--- src/rtl/tlp_rlgn_pkg.sv ---
package tlp_rlgn_pkg;
  localparam int BUS_W = 64;
  localparam int BE_W  = BUS_W / 8;
  localparam int REM_W = 11;
  localparam int HDR4_BIT = 29;
  localparam int HASD_BIT = 30;
  localparam int ADDR2_LO = 2;
  localparam int ADDR2_HI = 34;

  typedef struct packed {
    logic             sop;
    logic             eop;
    logic [BE_W-1:0]  be;
    logic [BUS_W-1:0] data;
  } beat_t;

  typedef enum logic [1:0] {ST_H1, ST_H2, ST_DAT, ST_FLUSH} st_e;
endpackage

--- src/rtl/tlp_rlgn_fifo.sv ---
module tlp_rlgn_fifo
  import tlp_rlgn_pkg::*;
#(
  parameter int DEPTH = 8,
  parameter int SLACK = 3,
  localparam int AW = $clog2(DEPTH),
  localparam int CW = $clog2(DEPTH + 1)
) (
  input  logic          clk_i,
  input  logic          rst_ni,
  input  logic          push_i,
  input  beat_t         din_i,
  input  logic          pop_i,
  output beat_t         head_o,
  output logic          empty_o,
  output logic          ready_o,
  output logic [CW-1:0] cnt_o
);
  beat_t         mem_q [DEPTH];
  logic [AW-1:0] wr_q, rd_q;
  logic [CW-1:0] cnt_q;
  logic          push_ok, pop_ok;

  assign push_ok = push_i && (cnt_q != CW'(DEPTH));
  assign pop_ok  = pop_i && (cnt_q != '0);

  always_ff @(posedge clk_i) begin
    if (push_ok) mem_q[wr_q] <= din_i;
  end

  always_ff @(posedge clk_i or negedge rst_ni) begin
    if (!rst_ni) begin
      wr_q  <= '0;
      rd_q  <= '0;
      cnt_q <= '0;
    end else begin
      if (push_ok) wr_q <= (wr_q == AW'(DEPTH - 1)) ? '0 : wr_q + 1'b1;
      if (pop_ok)  rd_q <= (rd_q == AW'(DEPTH - 1)) ? '0 : rd_q + 1'b1;
      cnt_q <= cnt_q + CW'(push_ok) - CW'(pop_ok);
    end
  end

  assign head_o  = mem_q[rd_q];
  assign empty_o = (cnt_q == '0);
  // keep room for SLACK late beats plus one
  assign ready_o = (CW'(DEPTH) - cnt_q) > CW'(SLACK);
  assign cnt_o   = cnt_q;
endmodule

--- src/rtl/tlp_rlgn_core.sv ---
module tlp_rlgn_core
  import tlp_rlgn_pkg::*;
(
  input  logic             clk_i,
  input  logic             rst_ni,
  input  beat_t            head_i,
  input  logic             hv_i,
  output logic             pop_o,
  output logic             out_valid_o,
  input  logic             out_ready_i,
  output logic [BUS_W-1:0] out_data_o,
  output logic [BE_W-1:0]  out_be_o,
  output logic             out_sop_o,
  output logic             out_eop_o,
  output logic             hdr_only_o
);
  st_e              st_q, st_d;
  logic             hdr4_q, hdr4_d, hasd_q, hasd_d, shift_q, shift_d;
  logic             pend_vld_q, pend_vld_d, sop_pend_q, sop_pend_d;
  logic [31:0]      pend_q, pend_d;
  logic [3:0]       pend_be_q, pend_be_d;
  logic [REM_W-1:0] rem_q, rem_d;
  logic [31:0]      lo, hi;
  logic             addr2;
  logic             unused_eop;

  assign lo         = head_i.data[31:0];
  assign hi         = head_i.data[63:32];
  assign addr2      = hdr4_q ? head_i.data[ADDR2_HI] : head_i.data[ADDR2_LO];
  assign unused_eop = head_i.eop;

  always_comb begin
    st_d = st_q; hdr4_d = hdr4_q; hasd_d = hasd_q; shift_d = shift_q;
    pend_vld_d = pend_vld_q; sop_pend_d = sop_pend_q;
    pend_d = pend_q; pend_be_d = pend_be_q; rem_d = rem_q;
    pop_o = 1'b0; out_valid_o = 1'b0; out_data_o = '0; out_be_o = '0;
    out_sop_o = 1'b0; out_eop_o = 1'b0; hdr_only_o = 1'b0;
    unique case (st_q)
      ST_H1: if (hv_i) begin
        pop_o = 1'b1;
        if (head_i.sop) begin
          hdr4_d = head_i.data[HDR4_BIT];
          hasd_d = head_i.data[HASD_BIT];
          rem_d  = {head_i.data[9:0] == 10'd0, head_i.data[9:0]};
          st_d   = ST_H2;
        end
      end
      ST_H2: if (hv_i) begin
        pend_vld_d = 1'b0;
        sop_pend_d = 1'b1;
        if (!hasd_q) begin
          pop_o = 1'b1; hdr_only_o = 1'b1; st_d = ST_H1;
        end else if (!hdr4_q && addr2) begin
          // data0 shares this beat with header dword 2: keep it at the head
          shift_d = 1'b1; st_d = ST_DAT;
        end else begin
          pop_o = 1'b1; shift_d = hdr4_q && addr2; st_d = ST_DAT;
        end
      end
      ST_DAT: if (hv_i) begin
        if (!shift_q) begin
          out_valid_o = 1'b1;
          out_data_o  = {(rem_q == 11'd1) ? 32'd0 : hi, lo};
          out_be_o    = {(rem_q == 11'd1) ? 4'd0 : head_i.be[7:4], head_i.be[3:0]};
          out_sop_o   = sop_pend_q;
          out_eop_o   = rem_q <= 11'd2;
          if (out_ready_i) begin
            pop_o = 1'b1; sop_pend_d = 1'b0;
            rem_d = rem_q - ((rem_q == 11'd1) ? 11'd1 : 11'd2);
            if (rem_q <= 11'd2) st_d = ST_H1;
          end
        end else if (!pend_vld_q) begin
          if (rem_q == 11'd1) begin
            out_valid_o = 1'b1;
            out_data_o  = {32'd0, hi};
            out_be_o    = {4'd0, head_i.be[7:4]};
            out_sop_o   = sop_pend_q;
            out_eop_o   = 1'b1;
            if (out_ready_i) begin pop_o = 1'b1; st_d = ST_H1; end
          end else begin
            pop_o = 1'b1; pend_d = hi; pend_be_d = head_i.be[7:4];
            pend_vld_d = 1'b1; rem_d = rem_q - 11'd1;
          end
        end else begin
          out_valid_o = 1'b1;
          out_data_o  = {lo, pend_q};
          out_be_o    = {head_i.be[3:0], pend_be_q};
          out_sop_o   = sop_pend_q;
          out_eop_o   = rem_q == 11'd1;
          if (out_ready_i) begin
            pop_o = 1'b1; sop_pend_d = 1'b0;
            if (rem_q == 11'd1) begin
              st_d = ST_H1; pend_vld_d = 1'b0;
            end else begin
              pend_d = hi; pend_be_d = head_i.be[7:4]; rem_d = rem_q - 11'd2;
              if (rem_q == 11'd2) st_d = ST_FLUSH;
            end
          end
        end
      end
      ST_FLUSH: begin
        out_valid_o = 1'b1;
        out_data_o  = {32'd0, pend_q};
        out_be_o    = {4'd0, pend_be_q};
        out_sop_o   = sop_pend_q;
        out_eop_o   = 1'b1;
        if (out_ready_i) begin st_d = ST_H1; pend_vld_d = 1'b0; end
      end
      default: st_d = ST_H1;
    endcase
  end

  always_ff @(posedge clk_i or negedge rst_ni) begin
    if (!rst_ni) begin
      st_q <= ST_H1; hdr4_q <= 1'b0; hasd_q <= 1'b0; shift_q <= 1'b0;
      pend_vld_q <= 1'b0; sop_pend_q <= 1'b0; pend_q <= '0;
      pend_be_q <= '0; rem_q <= '0;
    end else begin
      st_q <= st_d; hdr4_q <= hdr4_d; hasd_q <= hasd_d; shift_q <= shift_d;
      pend_vld_q <= pend_vld_d; sop_pend_q <= sop_pend_d; pend_q <= pend_d;
      pend_be_q <= pend_be_d; rem_q <= rem_d;
    end
  end
endmodule

--- src/rtl/tlp_payload_realigner.sv ---
module tlp_payload_realigner
  import tlp_rlgn_pkg::*;
#(
  parameter int FIFO_DEPTH = 8,
  parameter int LATE_BEATS = 3,
  localparam int CNT_W = $clog2(FIFO_DEPTH + 1)
) (
  input  logic        clk_i,
  input  logic        rst_ni,
  input  logic        in_valid_i,
  input  logic        in_sop_i,
  input  logic        in_eop_i,
  input  logic [63:0] in_data_i,
  input  logic [7:0]  in_be_i,
  output logic        in_ready_o,
  output logic        out_valid_o,
  input  logic        out_ready_i,
  output logic [63:0] out_data_o,
  output logic [7:0]  out_be_o,
  output logic        out_sop_o,
  output logic        out_eop_o,
  output logic        hdr_only_o
);
  beat_t            in_beat, head;
  logic             empty, pop;
  logic [CNT_W-1:0] fifo_cnt;

  assign in_beat = '{sop: in_sop_i, eop: in_eop_i, be: in_be_i, data: in_data_i};

  tlp_rlgn_fifo #(.DEPTH(FIFO_DEPTH), .SLACK(LATE_BEATS)) u_fifo (
    .clk_i, .rst_ni,
    .push_i (in_valid_i),
    .din_i  (in_beat),
    .pop_i  (pop),
    .head_o (head),
    .empty_o(empty),
    .ready_o(in_ready_o),
    .cnt_o  (fifo_cnt)
  );

  tlp_rlgn_core u_core (
    .clk_i, .rst_ni,
    .head_i     (head),
    .hv_i       (!empty),
    .pop_o      (pop),
    .out_valid_o,
    .out_ready_i,
    .out_data_o,
    .out_be_o,
    .out_sop_o,
    .out_eop_o,
    .hdr_only_o
  );
endmodule

--- config.mk ---
export PLATFORM = sky130hd
export DESIGN_NAME = tlp_payload_realigner
export DESIGN_NICKNAME = d
export VERILOG_FILES = /design/src/rtl/tlp_rlgn_pkg.sv /design/src/rtl/tlp_rlgn_fifo.sv /design/src/rtl/tlp_rlgn_core.sv /design/src/rtl/tlp_payload_realigner.sv
export SDC_FILE = /design/constraint.sdc
export NUM_CORES = 1
export LEC_CHECK = 0
export BUFFER_PORTS_ARGS = -buffer_cell sky130_fd_sc_hd__buf_2
export CORE_UTILIZATION = 61
export CTS_CLUSTER_DIAMETER = 100
export DETAILED_ROUTE_END_ITERATION = 8
export PLACE_DENSITY = 0.91
export RECOVER_POWER = 100
export SYNTH_ARGS = -nofsm -noshare
export SYNTH_HDL_FRONTEND = slang
export SYNTH_SLANG_ARGS = --single-unit
--- constraint.sdc ---
create_clock -name clk_i -period 9.8 [get_ports clk_i]
set_clock_uncertainty 0.1 [all_clocks]
set_input_delay 2.45 -clock clk_i [delete_from_list [all_inputs] [get_ports clk_i]]
set_output_delay 2.45 -clock clk_i [all_outputs]
set_load 0.02 [all_outputs]
==> metrics.txt <==
Die Wd=211 um; clk_lat worst skew=630 ps; CP max FO=35; Synth Area in Adders=0.995%; RSZ-0062 raised after global routing=false; Port Buf Inserts=153; Yosys cell types=67; most numerous cell in the Yosys netlist=edfxtp_1; DR iter-0 viols=1771; worst hold path type=reg2reg; post-synthesis simple-gate area fraction=2.89%; met2 Use GR=49.1%; Detail Placement HPWL=35400 um; Clk pwr share=25.3%; clk root buf=clkbuf_16; CP Launch Point=u_core.st_q[0]$_DFFE_PN0P_; Detail Route Antenna Nets=0; Crit-path slowest cell=clkbuf_1; class of the most critical setup path=reg2out; Main synth FF type=edfxtp_1; fraction of layout cells with a size suffix above 1=23.2%; drt drc=0; # rows=76; Switching Power=3220 uW; grt peak-use layer=met2; outcome=finished, violations left; Cell Area, Synth=0.0266 mm2; CTS Buf Count=60; Rel. slew slack=-219%; DRT Pass-1 Iters=5; Gate power share=35.3%; Gate Count Post-Synth=1378; clock tree sinks=648; xor and xnor area share after synthesis=0.0986%; largest net degree at the start of global routing=81; CTS tree=built; Crit path required time=7250 ps; multiplexer share of the synthesized area=17.2%; final period utilization=83.7%; die area=0.0445 mm2; GPL Wtd Cong=0.934; PwrDens=315 mW/mm2; RR Startpoint=u_fifo.cnt_o[2]$_DFF_PN0_; CTS Buffer Depth=3; Core ar.=0.0431 mm2; max-slew violations=651; initial antenna violation count=11; top cells by count, synth=edfxtp_1, mux4_2, mux2_2; GR Overflow Total=0; Area Overhead vs Synth=11.9%; Post-CTS Setup Bufs=0; worst hold start=u_core.pend_q[31]$_DFFE_PN0P_; peak supply drop=0.308 mV; Synth area leader=edfxtp_1; compound-gate portion of the synthesized area=5.36%; vias in the first global route=15200; Worst-Margin Slew=4780 ps; first-pass GRT wire length=94400 um; setup violators final=0; hold_buf cts=0; total number of vias=14700; CP Data Arrival Time=5650 ps; Sw Ratio=34.2%; sequential element share of the synthesized area=71.8%; H-tree levels=2; Clock transition at path regs=70 ps; failing checks=max-capacitance violations, max-slew violations; Leak=0.0100 uW; most used cell, CP=clkbuf_1; Top delay family on crit path=buffers and inverters; post-synth top area share=65.8%; detailed-route vias per instance=6.71; largest family of logic cells by synthesized area=multiplexers; Final Hold Viols=0; Post-Route Utilization=69.2%; asr flop ratio synth=9.88%; max incr delay on CP=1680 ps; M1 GR Usage=37.3%; critical path cell sequence=nand2b_1 > nor2_4 > clkbuf_1 > nand2_1 > buf_4 > nor2_1 > clkbuf_1; Buf/Inv on CP=3; Seq pwr share=39.5%; CP endpoint kind=output pin; Seq cells post-synth=648; IO Pins=155; Post-Syn Nets=1476; Final TNS setup=0 ps; number of synthesized flops with an enable pin=584; GR Util met3=7.17%; Int Power=6190 uW; Avg WL per Cell=29.4 um; Tmin final=8200 ps; ranking of synthesized cells by area=edfxtp_1, mux4_2, dfrtp_1; MaxCap Viol Count=17; Initial Util=61.9%; drt total wl=64200 um; Max Freq=122 MHz; syn avg cell area=19.3 um2; cts repair resizes=0; nets=1639; Yosys warning count=0; GRT Total Usage=29.6%; die span in y=211 um; Worst setup SP type=flip-flop
==> power groups by stage <==
stage / registers (uW) / clock network, uW / logic [uW]
after floorplan: 3590 / 0 / 2450
after global placement: 3700 / 0 / 3260
after detailed placement: 3740 / 0 / 3340
after CTS: 3690 / 2400 / 3410
after global routing: 3740 / 2510 / 3500
final: 3710 / 2380 / 3320
==> path summary, 6_finish.rpt <==
| path | slack (ps) | depth (start not counted) | end |
|---|---|---|---|
| hold reg to reg | 410 | 1 | u_core.pend_q[31]$_DFFE_PN0P_ |
| setup / recovery | 1600 | 7 | out_be_o[5] |
| max in group asynchronous | 3550 | 2 | u_fifo.rd_q[2]$_DFFE_PN0P_ |
| setup reg to reg | 3560 | 7 | u_fifo.mem_q[0][29]$_DFFE_PP_ |
| min in group asynchronous | 3230 | 2 | u_core.pend_be_q[3]$_DFFE_PN0P_ |
| hold / removal | 410 | 1 | u_core.pend_q[31]$_DFFE_PN0P_ |
==> per-stage QoR <==
| step | total power (uW) | hold slack, ps | worst slack [ps] | instance area [um2] | instances |
|---|---|---|---|---|---|
| 2_1_floorplan | 6040 | 380 | 1310 | 26700 | 1378 |
| 3_3_place_gp | 6950 | 388 | 3870 | 28100 | 2064 |
| 3_5_place_dp | 7080 | 395 | 3820 | 28100 | 2064 |
| 4_1_cts | 9500 | 408 | 3090 | 30100 | 2178 |
| 5_1_grt | 9760 | 425 | 1550 | 29800 | 2180 |
| 6_report | 9410 | 411 | 1600 | 29800 | 2186 |
==> placed cells by master (no fill, tap or decap), drive strengths merged, types with 4 or more instances in the layout <==
master / n
edfxtp: 584
clkbuf: 233
mux4: 144
mux2: 109
nor2: 69
dfrtp: 64
a22o: 56
a22oi: 42
nand2: 31
buf: 31
o21ai: 26
clkinv: 23
a21oi: 21
ha: 18
inv: 17
nor3: 11
mux2i: 9
diode: 8
nor2b: 8
bufinv: 8
nand2b: 7
nand3: 7
o2bb2ai: 7
and2: 5
and3: 5
a311oi: 4
a31oi: 4
nor4: 4
==> sequential cells by signal, indices dropped and copies added (netlist names), 2 cells and up <==
signal            count
u_core.pend_be_q      4
u_fifo.mem_q        584
u_core.st_q           2
u_core.rem_q         11
u_fifo.cnt_o          4
u_fifo.rd_q           3
u_fifo.wr_q           3
u_core.pend_q        32
==> area by class of cell <==
type	instances	area [um2]
inverter	17	63.8
sequential	648	19100
fill	2635	13300
antenna	8	20.0
tap	585	732
clock buffer	83	1660
timing repair buffer	181	761
clock inverter	31	357
multi-input combinational	633	7080
==> routing by layer <==
layer	part of all wire, %	vias up
li1	-	5997
met1	35	7580
met2	50	917
met3	10	158
met4	3.8	8
met5	0.084	-
==> cells by family after synthesis <==
| family | Yosys count |
|---|---|
| AOI/OAI and AO/OA | 189 |
| xor gates and xnor gates | 3 |
| adders and majority gates | 20 |
| buffers and inverters | 97 |
| DFF | 648 |
| muxes | 262 |
| and+or+nand+nor | 159 |
(Power assumes the default switching activity.)
